===== config.mk =====
export PLATFORM = sky130hd
export DESIGN_NAME = uart_frame_tx
export DESIGN_NICKNAME = d
export VERILOG_FILES = /design/src/rtl/uart_tx_pkg.sv /design/src/rtl/uart_fmt_reg.sv /design/src/rtl/uart_tx_hold.sv /design/src/rtl/uart_bit_timer.sv /design/src/rtl/uart_tx_seq.sv /design/src/rtl/uart_frame_tx.sv
export SDC_FILE = /design/constraint.sdc
export NUM_CORES = 1
export LEC_CHECK = 0
export ABC_AREA = 0
export BUFFER_PORTS_ARGS = -buffer_cell sky130_fd_sc_hd__buf_2
export CAP_MARGIN = 15
export CORE_MARGIN = 10
export CORE_UTILIZATION = 40
export CTS_BUF_LIST = sky130_fd_sc_hd__clkbuf_2
export CTS_CLUSTER_SIZE = 25
export DETAILED_ROUTE_END_ITERATION = 8
export PLACE_DENSITY = 0.64
export RECOVER_POWER = 25
export SYNTH_ARGS = -nofsm -noshare
export SYNTH_HDL_FRONTEND = slang
export SYNTH_HIERARCHICAL = 1
export SYNTH_SLANG_ARGS = --single-unit

===== constraint.sdc =====
create_clock -name clk -period 2.5 [get_ports clk]
set_clock_uncertainty 0.1 [all_clocks]
set_input_delay 0.25 -clock clk [delete_from_list [all_inputs] [get_ports clk]]
set_output_delay 0.25 -clock clk [all_outputs]
set_load 0.005 [all_outputs]

===== src/rtl/uart_tx_pkg.sv =====
package uart_tx_pkg;

    localparam int WORD_MAX = 8;
    localparam int IDX_W    = $clog2(WORD_MAX);

    // Line format register layout
    typedef struct packed {
        logic [2:0] spare;
        logic       par_even;
        logic       par_on;
        logic       stop_long;
        logic [1:0] wlen;
    } line_fmt_t;

    typedef enum logic [2:0] {
        TX_IDLE,
        TX_START,
        TX_DATA,
        TX_PARITY,
        TX_STOP
    } tx_phase_e;

    typedef enum logic [1:0] {
        STOP_1,
        STOP_1P5,
        STOP_2
    } stop_len_e;

    // Everything the serializer needs for one character
    typedef struct packed {
        logic [WORD_MAX-1:0] bits;
        logic [IDX_W-1:0]    last_idx;
        logic                par_on;
        logic                par_val;
        stop_len_e           stop_len;
    } frame_plan_t;

    function automatic stop_len_e stop_len_of(line_fmt_t f);
        stop_len_e s;
        if (!f.stop_long)
            s = STOP_1;
        else if (f.wlen == 2'b00)
            s = STOP_1P5;
        else
            s = STOP_2;
        return s;
    endfunction

    function automatic logic [WORD_MAX-1:0] mask_word(logic [WORD_MAX-1:0] d,
                                                      logic [1:0] wlen);
        logic [WORD_MAX-1:0] m;
        case (wlen)
            2'b00:   m = WORD_MAX'(8'h1F);
            2'b01:   m = WORD_MAX'(8'h3F);
            2'b10:   m = WORD_MAX'(8'h7F);
            default: m = WORD_MAX'(8'hFF);
        endcase
        return d & m;
    endfunction

    function automatic logic parity_of(logic [WORD_MAX-1:0] d, logic even);
        return even ? (^d) : ~(^d);
    endfunction

    function automatic frame_plan_t plan_frame(logic [WORD_MAX-1:0] d, line_fmt_t f);
        frame_plan_t p;
        p.bits     = mask_word(d, f.wlen);
        p.last_idx = IDX_W'(f.wlen) + IDX_W'(4);
        p.par_on   = f.par_on;
        p.par_val  = parity_of(p.bits, f.par_even);
        p.stop_len = stop_len_of(f);
        return p;
    endfunction

endpackage


===== src/rtl/uart_fmt_reg.sv =====
module uart_fmt_reg
    import uart_tx_pkg::*;
(
    input  logic      clk,
    input  logic      rst,
    input  logic      we,
    input  line_fmt_t wdata,
    output line_fmt_t fmt_q
);

    always_ff @(posedge clk) begin
        if (rst)
            fmt_q <= '0;
        else if (we)
            fmt_q <= wdata;
    end

endmodule


===== src/rtl/uart_tx_hold.sv =====
module uart_tx_hold #(
    parameter int W = 8
) (
    input  logic         clk,
    input  logic         rst,
    input  logic         load,
    input  logic [W-1:0] din,
    input  logic         pull,
    output logic         full,
    output logic [W-1:0] word
);

    always_ff @(posedge clk) begin
        if (rst) begin
            full <= 1'b0;
            word <= '0;
        end else if (load && !full) begin
            full <= 1'b1;
            word <= din;
        end else if (pull) begin
            full <= 1'b0;
        end
    end

endmodule


===== src/rtl/uart_bit_timer.sv =====
module uart_bit_timer #(
    parameter int CNT_W = 5
) (
    input  logic             clk,
    input  logic             rst,
    input  logic             run,
    input  logic             tick,
    input  logic             clear,
    input  logic [CNT_W-1:0] limit,
    output logic             done
);

    logic [CNT_W-1:0] cnt;

    assign done = run && tick && (cnt == limit);

    always_ff @(posedge clk) begin
        if (rst || clear)
            cnt <= '0;
        else if (run && tick)
            cnt <= done ? '0 : cnt + 1'b1;
    end

endmodule


===== src/rtl/uart_tx_seq.sv =====
module uart_tx_seq
    import uart_tx_pkg::*;
#(
    parameter int OVERSAMPLE = 16
) (
    input  logic        clk,
    input  logic        rst,
    input  logic        tick,
    input  logic        hold_full,
    input  frame_plan_t next_plan,
    output logic        pull,
    output logic        active,
    output logic        txd
);

    localparam int CNT_W = $clog2(2 * OVERSAMPLE);
    localparam logic [CNT_W-1:0] LIM_ONE      = CNT_W'(OVERSAMPLE - 1);
    localparam logic [CNT_W-1:0] LIM_ONE_HALF = CNT_W'(OVERSAMPLE + OVERSAMPLE / 2 - 1);
    localparam logic [CNT_W-1:0] LIM_TWO      = CNT_W'(2 * OVERSAMPLE - 1);

    tx_phase_e        phase;
    frame_plan_t      plan_q;
    logic [IDX_W-1:0] bit_idx;
    logic [CNT_W-1:0] limit;
    logic             done;
    logic             from_idle;

    assign active    = (phase != TX_IDLE);
    assign from_idle = (phase == TX_IDLE) && hold_full;
    assign pull      = from_idle || (hold_full && (phase == TX_STOP) && done);

    always_comb begin
        limit = LIM_ONE;
        if (phase == TX_STOP) begin
            case (plan_q.stop_len)
                STOP_1P5: limit = LIM_ONE_HALF;
                STOP_2:   limit = LIM_TWO;
                default:  limit = LIM_ONE;
            endcase
        end
    end

    uart_bit_timer #(
        .CNT_W(CNT_W)
    ) u_timer (
        .clk  (clk),
        .rst  (rst),
        .run  (active),
        .tick (tick),
        .clear(from_idle),
        .limit(limit),
        .done (done)
    );

    always_ff @(posedge clk) begin
        if (rst) begin
            phase   <= TX_IDLE;
            plan_q  <= '0;
            bit_idx <= '0;
        end else if (pull) begin
            phase   <= TX_START;
            plan_q  <= next_plan;
            bit_idx <= '0;
        end else if (done) begin
            case (phase)
                TX_START: phase <= TX_DATA;
                TX_DATA: begin
                    if (bit_idx == plan_q.last_idx) begin
                        phase <= plan_q.par_on ? TX_PARITY : TX_STOP;
                    end else begin
                        bit_idx     <= bit_idx + 1'b1;
                        plan_q.bits <= plan_q.bits >> 1;
                    end
                end
                TX_PARITY: phase <= TX_STOP;
                TX_STOP:   phase <= TX_IDLE;
                default:   phase <= TX_IDLE;
            endcase
        end
    end

    always_comb begin
        case (phase)
            TX_START:  txd = 1'b0;
            TX_DATA:   txd = plan_q.bits[0];
            TX_PARITY: txd = plan_q.par_val;
            default:   txd = 1'b1;
        endcase
    end

endmodule


===== src/rtl/uart_frame_tx.sv =====
module uart_frame_tx
    import uart_tx_pkg::*;
#(
    parameter int OVERSAMPLE = 16
) (
    input  logic                clk,
    input  logic                rst,
    input  logic                tick,
    input  logic [WORD_MAX-1:0] tx_data,
    input  logic                tx_load,
    input  logic                cfg_we,
    input  logic [7:0]          cfg_wdata,
    output logic [7:0]          cfg_rdata,
    output logic                txd,
    output logic                busy,
    output logic                empty
);

    line_fmt_t           fmt_q;
    logic                hold_full;
    logic [WORD_MAX-1:0] hold_word;
    logic                pull;
    logic                seq_active;
    frame_plan_t         next_plan;

    uart_fmt_reg u_fmt (
        .clk  (clk),
        .rst  (rst),
        .we   (cfg_we),
        .wdata(line_fmt_t'(cfg_wdata)),
        .fmt_q(fmt_q)
    );

    uart_tx_hold #(
        .W(WORD_MAX)
    ) u_hold (
        .clk (clk),
        .rst (rst),
        .load(tx_load),
        .din (tx_data),
        .pull(pull),
        .full(hold_full),
        .word(hold_word)
    );

    assign next_plan = plan_frame(hold_word, fmt_q);

    uart_tx_seq #(
        .OVERSAMPLE(OVERSAMPLE)
    ) u_seq (
        .clk      (clk),
        .rst      (rst),
        .tick     (tick),
        .hold_full(hold_full),
        .next_plan(next_plan),
        .pull     (pull),
        .active   (seq_active),
        .txd      (txd)
    );

    assign cfg_rdata = fmt_q;
    assign busy      = hold_full;
    assign empty     = !hold_full && !seq_active;

endmodule


==> results of run 1 <==
critical path, cell delays in order (launching register included):
cell,delay [ns]
dfxtp_2,0.38
inv_2,0.04
ha_4,0.21
nor4_4,0.25
xnor2_1,0.14
nand3_1,0.16
nor3_4,0.19
and4bb_2,0.33
o31ai_4,0.15
mux2i_1,0.16
a211oi_1,0.24
how the worst max path moves through the flow:
stage	start	end	slack [ns]
after floorplan	u_seq/plan_q[1]	u_seq/plan_q[13]	0.06
after global placement	u_seq/plan_q[1]	u_seq/plan_q[7]	0.12
after detailed placement	u_seq/plan_q[1]	u_seq/plan_q[8]	0.05
after CTS	u_seq/plan_q[1]	u_seq/plan_q[8]	0.06
after global routing	u_seq/plan_q[1]	u_seq/plan_q[8]	-0.04
final	u_seq/plan_q[1]	u_seq/plan_q[7]	0.08
synthesized netlist by cell type (all sizes together) (2+ instances only):
cell type	instances
dfxtp	43
nand2	23
nor2	19
a21oi	15
o21ai	13
mux2i	12
xnor2	12
nand2b	10
nand3	10
inv	9
nand4bb	8
buf	6
clkbuf	6
and3	5
nor3	5
xor2	5
a211oi	4
and2	4
nor4	4
o221a	4
ha	3
conb	2
nor2b	2
o31ai	2
flip-flops by register name (all words and copies together), names as in the netlist:
signal,flops
u_fmt/fmt_q,8
u_hold/full,1
u_hold/word,8
u_seq/plan_q,15
u_seq/phase,3
u_seq/u_timer/cnt,5
u_seq/bit_idx,3
routing by layer:
layer,routed length (µm),vias to the layer above,track usage [%],part of all wire (%)
met4,67,0,3.86,1.4
met2,2330,20,18.0,49
li1,-,935,-,-
met3,189,7,3.92,4.0
met5,0,-,0,0
met1,2180,809,12.8,46
cell type report:
type | count | area [µm²] | area share [%]
multi-input combinational | 175 | 1220 | 45.6
sequential | 43 | 863 | 32.1
timing repair buffer | 58 | 414 | 15.4
tap | 70 | 87.6 | 3.26
clock inverter | 3 | 38.8 | 1.44
inverter | 9 | 33.8 | 1.26
clock buffer | 5 | 25.0 | 0.932
timing repair:
action | in CTS | in global routing
pin swaps | 0 | 6
hold buffers | 16 | 0
setup endpoints to repair | 1 | 12
buffers inserted | 0 | 4
resized for setup | 1 | 8
endpoints found under the hold margin | 16 | 0
cloned | 0 | 1
kinds of logic after synthesis:
logic type      after synthesis  share of synthesized area, %
other cells                   2                         0.351
flops                        43                          40.3
simple gates                 95                          25.4
mux                          12                          5.62
buf+inv                      21                          4.74
fa+ha+maj                     3                          1.76
xor+xnor                     17                          6.97
compound gates               43                          14.9
per-stage QoR:
step / power [mW] / cell area (µm²) / worst slack [ns] / instances / hold slack, ns
3_3_place_gp: 0.969 / 2380 / 0.123 / 334 / 0.349
5_1_grt: 1.44 / 2690 / -0.0424 / 363 / 0.0403
4_1_cts: 1.38 / 2620 / 0.0566 / 358 / 0.0396
6_report: 1.37 / 2690 / 0.0826 / 363 / 0.0532
2_1_floorplan: 0.903 / 2140 / 0.0559 / 238 / 0.297
3_5_place_dp: 0.973 / 2380 / 0.0493 / 334 / 0.351
power by group through the flow:
stage | Sequential [mW] | Combinational [mW] | Clock (mW)
floorplan | 0.757 | 0.146 | 0
global placement | 0.766 | 0.203 | 0
detailed placement | 0.767 | 0.206 | 0
CTS | 0.753 | 0.226 | 0.403
global route | 0.760 | 0.249 | 0.433
finish | 0.754 | 0.225 | 0.392
==> summary.txt, run 1 <==
Clock network
  • CTS root buf: clkbuf_2
  • Clock Tree Buf Depth: 2
  • Clock buffer count from CTS: 5
  • Worst-Skew Late Latency: 0.42 ns
  • Clk sinks: 43
  • CTS tree: built
  • Htree depth: 2
  • Worst-path clk slew: 0.21 ns

Global route
  • Vias in the first global route: 1751
  • Largest net degree at the start of global routing: 48
  • Initial antenna violation count: 0
  • Total congestion overflow: 0
  • First-pass GRT wire length: 7940 µm
  • Total track usage: 10.9%

Power and ir drop
  • Reg power frac: 55.0%
  • Sw Share: 26.9%
  • P_leak: 1.13 nW
  • Max IR drop VDD: 0.000283 V
  • Gate power share: 16.4%
  • Power share of the clock group: 28.6%
  • Psw: 369 µW
  • Power Density: 510 nW/µm²
  • Pint: 1.00 mW

Worst setup path
  • CP Capture Type: register
  • Critical Path RT: 2.74 ns
  • R2R depth: 10
  • Reg2reg end: u_seq/plan_q[7]
  • Worst Path Arrival: 2.66 ns
  • Worst r2r src: u_seq/plan_q[1]
  • CP Launch Type: register
  • Worst setup path class: register to register
  • Worst-path maximum fanout: 6
  • R2R setup slack: 0.08 ns

Worst hold path
  • Hold path depth: 3
  • Hold EP: u_hold/full
  • Worst hold path type: primary input to register
  • Min-delay src: tx_load

Synth
  • Post-Synthesis Cell Area: 2140 µm²
  • Sequential area share after synthesis: 40.3%
  • Post-Syn Instances: 236
  • Area leader, netlist: dfxtp_1
  • FF+latch count, synth: 43
  • Ys flop type: dfxtp_1
  • Number of flops mapped to enable cells by yosys: 0
  • Synth top area share: 40.3%
  • Synth warn: 6
  • Synthesized area per cell: 9.06 µm²
  • Netlist cell types: 44
  • Ys async rst share: 0%
  • Area contributors post-synth: dfxtp_1 (40%), mux2i_1 (5.6%), xnor2_1 (4.9%)

STA
  • Slew Viols, Final: 0
  • Least-Margin Pin Slew: 0.749 ns
  • Post-layout min period: 2.42 ns
  • Period utilization: 96.7%
  • Setup TNS: 0 ns
  • Final hold violation count: 0
  • Final setup vio count: 0
  • Relative slew slack: 50.1%
  • Fmax: 414 MHz
  • RSZ-0062 raised after global routing: yes

Die
  • DIE WIDTH: 93.1 µm
  • Io pins: 32
  • Die height: 93.1 µm
  • Floorplan core area: 5140 µm²
  • Placement row count: 26
  • Die footprint: 8670 µm²
  • Initial Utilization: 41.6%

Route
  • Average wire per standard cell: 13.1 µm
  • Via count: 1771
  • Via density per instance: 4.88
  • Number of routed nets with antenna violations: 0
  • Routed wire length: 4770 µm
  • Total iterations of the first detailed-routing run: 4
  • Initial drt markers: 77
  • DRC: 0

Flow run
  • Max-cap violations: 0

Place
  • DP HPWL: 3260 µm
  • Port Buffer Count: 31
  • RD Place Congestion: 0.831

Layout
  • Fillers: 516
  • N_diodes: 0
  • Nets: 316
  • Area growth from synthesis to layout: 25.7%
  • Share of cells above drive strength 1: 24.6%
  • Commonest non-fill, non-tap cell in the layout: dfxtp_1
  • Most frequent cells in the layout: dfxtp_1 (41), buf_2 (31), nand2_1 (22)
  • Final Util: 52.3%

Status
  • Status: finished, final reports clean
Power figures use the tool's default switching activity.
==> inputs of run 2 (changes only) <==
- PLACE_DENSITY: 0.64 -> unset
- PLACE_DENSITY_LB_ADDON: unset -> 0.1
==> summary.txt, run 2 (synthesis gave the netlist of run 1 again) <==
Die
  • Initial Utilization: 41.6% (unchanged)
  • Io pins: 32 (unchanged)
  • Die footprint: 8670 µm² (unchanged)
  • Placement row count: 26 (unchanged)
  • Die height: 93.1 µm (unchanged)
  • Floorplan core area: 5140 µm² (unchanged)
  • DIE WIDTH: 93.1 µm (unchanged)

Route
  • Initial drt markers: 72 (-6.5%)
  • Via count: 1773 (+0.11%)
  • Number of routed nets with antenna violations: 0 (unchanged)
  • Average wire per standard cell: 13.4 µm (+1.7%)
  • DRC: 0 (unchanged)
  • Routed wire length: 4840 µm (+1.5%)
  • Total iterations of the first detailed-routing run: 4 (unchanged)
  • Via density per instance: 4.90 (+0.39%)

Power and ir drop
  • Max IR drop VDD: 0.000263 V (-7.0%)
  • Power Density: 482 nW/µm² (-5.6%)
  • P_leak: 1.11 nW (-2.1%)

Clock network
  • Worst-Skew Late Latency: 0.40 ns (-0.02 ns)
  • Htree depth: 2 (unchanged)
  • Clock Tree Buf Depth: 2 (unchanged)
  • Worst-path clk slew: 0.23 ns (+0.02 ns)
  • Clk sinks: 43 (unchanged)
  • CTS root buf: clkbuf_2
  • CTS tree: built
  • Clock buffer count from CTS: 5 (unchanged)

STA
  • RSZ-0062 raised after global routing: yes
  • Post-layout min period: 2.47 ns (+0.0530 ns)
  • Period utilization: 98.8% (+2.1 points)
  • Least-Margin Pin Slew: 0.765 ns (+0.0164 ns)
  • Fmax: 405 MHz (-2.1%)
  • Final setup vio count: 0 (unchanged)
  • Final hold violation count: 0 (unchanged)
  • Relative slew slack: 49.0% (-1.1 points)
  • Slew Viols, Final: 0 (unchanged)
  • PnR worst setup slack: 0.0295 ns (-0.0530 ns)

Layout
  • Commonest non-fill, non-tap cell in the layout: dfxtp_1
  • Area growth from synthesis to layout: 25.1%
  • Most frequent cells in the layout: dfxtp_1 (41), buf_2 (28), nand2_1 (22)
  • Multi-input gate area: 1230 µm² (+0.31%)
  • Finished Cell Area: 2670 µm² (-0.47%)
  • Top reg by flops: u_seq/plan_q
  • Fillers: 512 (-0.78%)
  • Max FFs per register: 15 (unchanged)
  • Nets: 315 (-0.32%)
  • N_diodes: 0 (unchanged)
  • Reg area: 863 µm² (unchanged)
  • Top flop regs: u_seq/plan_q (15), u_fmt/fmt_q (8), u_hold/word (8)
  • Share of cells above drive strength 1: 25.0% (+0.43 points)

Worst setup path
  • Critical path, cell by cell: inv_2 -> ha_4 -> nor4_4 -> xnor2_1 -> nand3_1 -> nor3_2 -> and4bb_2 -> o31ai_4 -> buf_12 -> o221a_2
  • CP Capture Type: register
  • R2R setup slack: 0.03 ns (-0.05 ns)
  • Worst r2r src: u_seq/plan_q[1]
  • Reg2reg end: u_seq/plan_q[11]
  • Critical Path RT: 2.72 ns (-0.02 ns)
  • CP startpoint: u_seq/plan_q[1]
  • Critical-path top delay cell: dfxtp_2
  • Worst setup path class: register to register
  • Worst Path Arrival: 2.69 ns (+0.03 ns)
  • R2R depth: 10 (unchanged)
  • Worst-path maximum fanout: 8 (+2)
  • CP Launch Type: register
  • Crit path to: u_seq/plan_q[11]
  • Worst path max stage delay: 0.38 ns (about the same)

Global route
  • Largest net degree at the start of global routing: 48 (unchanged)
  • Initial antenna violation count: 0 (unchanged)
  • Total track usage: 11.3% (+0.33 points)
  • First-pass GRT wire length: 8150 µm (+2.7%)
  • Vias in the first global route: 1732 (-1.1%)
  • Total congestion overflow: 0 (unchanged)

Place
  • RD Place Congestion: 0.710 (-14%)
  • Area after DPL: 2390 µm² (+0.31%)
  • DP HPWL: 3250 µm (-0.26%)
  • Setup WS pre-CTS: 0.0465 ns (-0.00282 ns)
  • Port Buffer Count: 31 (unchanged)

Worst hold path
  • Hold path depth: 3 (unchanged)
  • Worst hold path type: primary input to register

Status
  • Status: finished, final reports clean

Flow run
  • Max-cap violations: 0 (unchanged)
==> run 2: final cells by class <==
type | count | share of cell area, %
clock buffer | 6 | 1.12
tap | 70 | 3.28
inverter | 9 | 1.26
clock inverter | 2 | 0.468
timing repair buffer | 58 | 15.7
multi-input combinational | 174 | 45.9
sequential | 43 | 32.3
==> run 2: report_power, final <==
part / internal [mW] / switching, mW
clock network: 0.0713 / 0.233
registers: 0.722 / 0.0325
logic: 0.120 / 0.110
==> run 2: per-layer routing <==
layer / part of all wire [%] / GRT usage, % / vias to the layer above
li1: - / - / 934
met1: 48 / 14.2 / 806
met2: 48 / 18.1 / 28
met3: 2.9 / 2.80 / 5
met4: 1.1 / 4.24 / 0
met5: 0 / 0 / -
==> run 2: worst max-delay path: cells and delay by family, from the launching register on <==
kind	cells	cell delay (ns)
adder cells (fa/ha/maj)	1	0.22
AND/OR/NAND/NOR	4	0.93
buffers and inverters	2	0.23
flip-flops	1	0.38
XOR/XNOR	1	0.15
AO/OA/AOI/OAI	2	0.40
==> run 2: per-stage QoR <==
stage / TNS, ns / hold WS, ns / instances / utilization, % / power, mW
2_1_floorplan: 0 / 0.297 / 238 / - / 0.903
3_5_place_dp: 0 / 0.361 / 335 / 46.5 / 0.973
5_1_grt: -0.420 / 0.0453 / 362 / 52.0 / 1.37
4_1_cts: 0 / 0.0450 / 359 / 50.5 / 1.31
3_3_place_gp: 0 / 0.351 / 335 / 46.5 / 0.973
6_report: 0 / 0.0881 / 362 / 52.0 / 1.29
==> run 2: worst min path at each step <==
stage	startpoint	end
after global routing	tx_load	u_hold/word[5]
after global placement	u_seq/plan_q[1]	u_seq/plan_q[1]
after floorplan	cfg_wdata[0]	u_fmt/fmt_q[0]
after CTS	tx_load	u_hold/word[4]
after detailed placement	u_seq/plan_q[1]	u_seq/plan_q[1]
final	tx_load	u_hold/full
==> run 2: what timing repair did <==
action,in CTS,in global routing
hold buffers,16,0
gates resized for setup,0,8
endpoints found under the hold margin,16,0
setup buffers,0,3
endpoints found under the setup margin,0,18
==> inputs of run 3 (changes only) <==
- CELL_PAD_IN_SITES_DETAIL_PLACEMENT: unset -> 1
- CELL_PAD_IN_SITES_GLOBAL_PLACEMENT: unset -> 1
- SKIP_LAST_GASP: unset -> 1
- clock period: 2.5 -> 2 ns (I/O delays scaled with it)
==> summary.txt, run 3 (synthesis gave the netlist of run 1 again) <==
Route
  • Via count: 1881 (+6.1%)
  • Average wire per standard cell: 14.8 µm (+11%)
  • Initial drt markers: 43 (-40%)
  • Total iterations of the first detailed-routing run: 3 (-1)
  • Via density per instance: 5.07 (+3.5%)
  • Routed wire length: 5500 µm (+14%)
  • DRC: 0 (unchanged)
  • Number of routed nets with antenna violations: 0 (unchanged)

Clock network
  • CTS tree: built
  • CTS root buf: clkbuf_2
  • Htree depth: 2 (unchanged)
  • Clock Tree Buf Depth: 2 (unchanged)
  • Worst-Skew Late Latency: 0.41 ns (about the same)
  • Clock buffer count from CTS: 5 (unchanged)
  • Worst-path clk slew: 0.21 ns (-0.02 ns)
  • Clk sinks: 43 (unchanged)

Power and ir drop
  • Sw Share: 27.2% (-1.9 points)
  • P_leak: 1.17 nW (+6.1%)
  • Pint: 1.27 mW (+39%)
  • Reg power frac: 53.9% (-4.7 points)
  • Power Density: 628 nW/µm² (+30%)
  • Max IR drop VDD: 0.000319 V (+21%)
  • Gate power share: 17.8% (about the same)
  • Psw: 475 µW (+27%)
  • Power share of the clock group: 28.3% (+4.7 points)

Place
  • DP HPWL: 3790 µm (+17%)
  • RD Place Congestion: 0.778 (+9.5%)
  • Area after DPL: 2470 µm² (+3.1%)
  • Port Buffer Count: 31 (unchanged)

STA
  • Relative slew slack: 53.7% (+4.7 points)
  • Least-Margin Pin Slew: 0.694 ns (-0.0708 ns)
  • Final hold violation count: 0 (unchanged)
  • Post-layout min period: 2.31 ns (-0.156 ns)
  • Fmax: 432 MHz (+6.7%)
  • Period utilization: 116% (+17 points)
  • RSZ-0062 raised after global routing: yes
  • Final setup vio count: 21 (+21)
  • PnR worst setup slack: -0.315 ns (-0.344 ns)
  • Slew Viols, Final: 0 (unchanged)

Die
  • Placement row count: 26 (unchanged)
  • DIE WIDTH: 93.1 µm (unchanged)
  • Floorplan core area: 5140 µm² (unchanged)
  • Initial Utilization: 41.6% (unchanged)
  • Io pins: 32 (unchanged)
  • Die footprint: 8670 µm² (unchanged)
  • Die height: 93.1 µm (unchanged)

Layout
  • Final Util: 54.2% (+2.2 points)
  • Area growth from synthesis to layout: 30.4%
  • Share of cells above drive strength 1: 30.2% (+5.2 points)
  • Finished Cell Area: 2790 µm² (+4.2%)
  • Top flop regs: u_seq/plan_q (15), u_fmt/fmt_q (8), u_hold/word (8)
  • Max FFs per register: 15 (unchanged)
  • Commonest non-fill, non-tap cell in the layout: dfxtp_1
  • Nets: 325 (+3.2%)
  • Most frequent cells in the layout: dfxtp_1 (40), buf_2 (31), nand2_1 (21)
  • Top reg by flops: u_seq/plan_q
  • N_diodes: 0 (unchanged)

Worst setup path
  • Worst-path maximum fanout: 5 (-3)
  • Worst setup path class: register to register
  • Worst Path Arrival: 2.54 ns (-0.15 ns)
  • Critical Path RT: 2.23 ns (-0.49 ns)
  • CP Launch Type: register
  • CP Capture Type: register

Global route
  • Initial antenna violation count: 0 (unchanged)
  • M1 GR Usage: 14.9% (+0.74 points)
  • Most used routing layer: met2
  • Total track usage: 13.2% (+2.0 points)
  • Met3 Usage GRT: 3.60% (+0.80 points)
  • M2 GR Usage: 23.5% (+5.4 points)
  • Vias in the first global route: 1980 (+14%)
  • Total congestion overflow: 0 (unchanged)
  • First-pass GRT wire length: 9360 µm (+15%)
  • Largest net degree at the start of global routing: 43 (-10%)

Status
  • Status: finished, violations left
  • Failing checks: negative setup slack

Flow run
  • Max-cap violations: 0 (unchanged)

Worst hold path
  • Worst hold path type: primary input to register
run 3: changes by cell type in the layout (fill, tap and decap cells not counted), moves of 2 or more:
cell,change
o221a_2,+2
buf_2,+3
buf_4,+9
clkbuf_1,-3
o221a_4,-2
run 3: power by group through the flow:
stage | registers [mW] | logic, mW | clock network (mW)
global route | 0.951 | 0.346 | 0.542
finish | 0.943 | 0.311 | 0.495
detailed placement | 0.960 | 0.278 | 0
global placement | 0.959 | 0.272 | 0
CTS | 0.944 | 0.310 | 0.513
floorplan | 0.946 | 0.188 | 0
run 3: worst paths after layout:
check	start	end	slack, ns	cells past startpoint
setup / recovery	u_seq/plan_q[1]	u_seq/plan_q[10]	-0.31	10
hold / removal	tx_load	u_hold/full	0.04	3
setup reg to reg	u_seq/plan_q[1]	u_seq/plan_q[10]	-0.31	10
hold reg to reg	u_seq/plan_q[6]	u_seq/plan_q[6]	0.39	2
run 3: per-stage QoR:
stage	std cells	power (mW)	hold WS (ns)	setup slack, ns	TNS (ns)
2_1_floorplan	238	1.13	0.247	-0.291	-4.13
5_1_grt	371	1.84	0.00906	-0.420	-7.21
3_5_place_dp	343	1.24	0.344	-0.379	-5.81
6_report	371	1.75	0.0373	-0.315	-4.65
3_3_place_gp	343	1.23	0.335	-0.277	-4.31
4_1_cts	369	1.77	0.00324	-0.284	-4.14
run 3: cell type report:
cell class | instances | area [µm²]
fill | 631 | 2350
multi-input combinational | 175 | 1250
sequential | 43 | 865
timing repair buffer | 67 | 482
tap | 70 | 87.6
inverter | 9 | 38.8
clock buffer | 6 | 30.0
clock inverter | 1 | 30.0
run 3: timing repair:
item	in CTS	in global routing
hold buffers	16	0
setup buffers	2	2
setup endpoints to repair	21	21
endpoints found under the hold margin	16	0
gates resized for setup	9	5
pin swaps	3	5
cloned	1	0
run 3: worst max-delay path, cell delays in order (launching register included):
cell and delay, ns:
dfxtp_2 0.38, inv_2 0.04, ha_4 0.21, nor4_4 0.15, xnor2_1 0.16, nand3_1 0.16, nor3_4 0.19, and4bb_2 0.32
buf_4 0.15, o31ai_4 0.09, o221a_2 0.30
run 3: per-layer routing:
metal,vias up,part of all wire [%],wire length (µm)
li1,954,-,-
met1,895,44,2440
met2,24,52,2840
met3,8,2.7,148
met4,0,1.3,72
met5,-,0,0
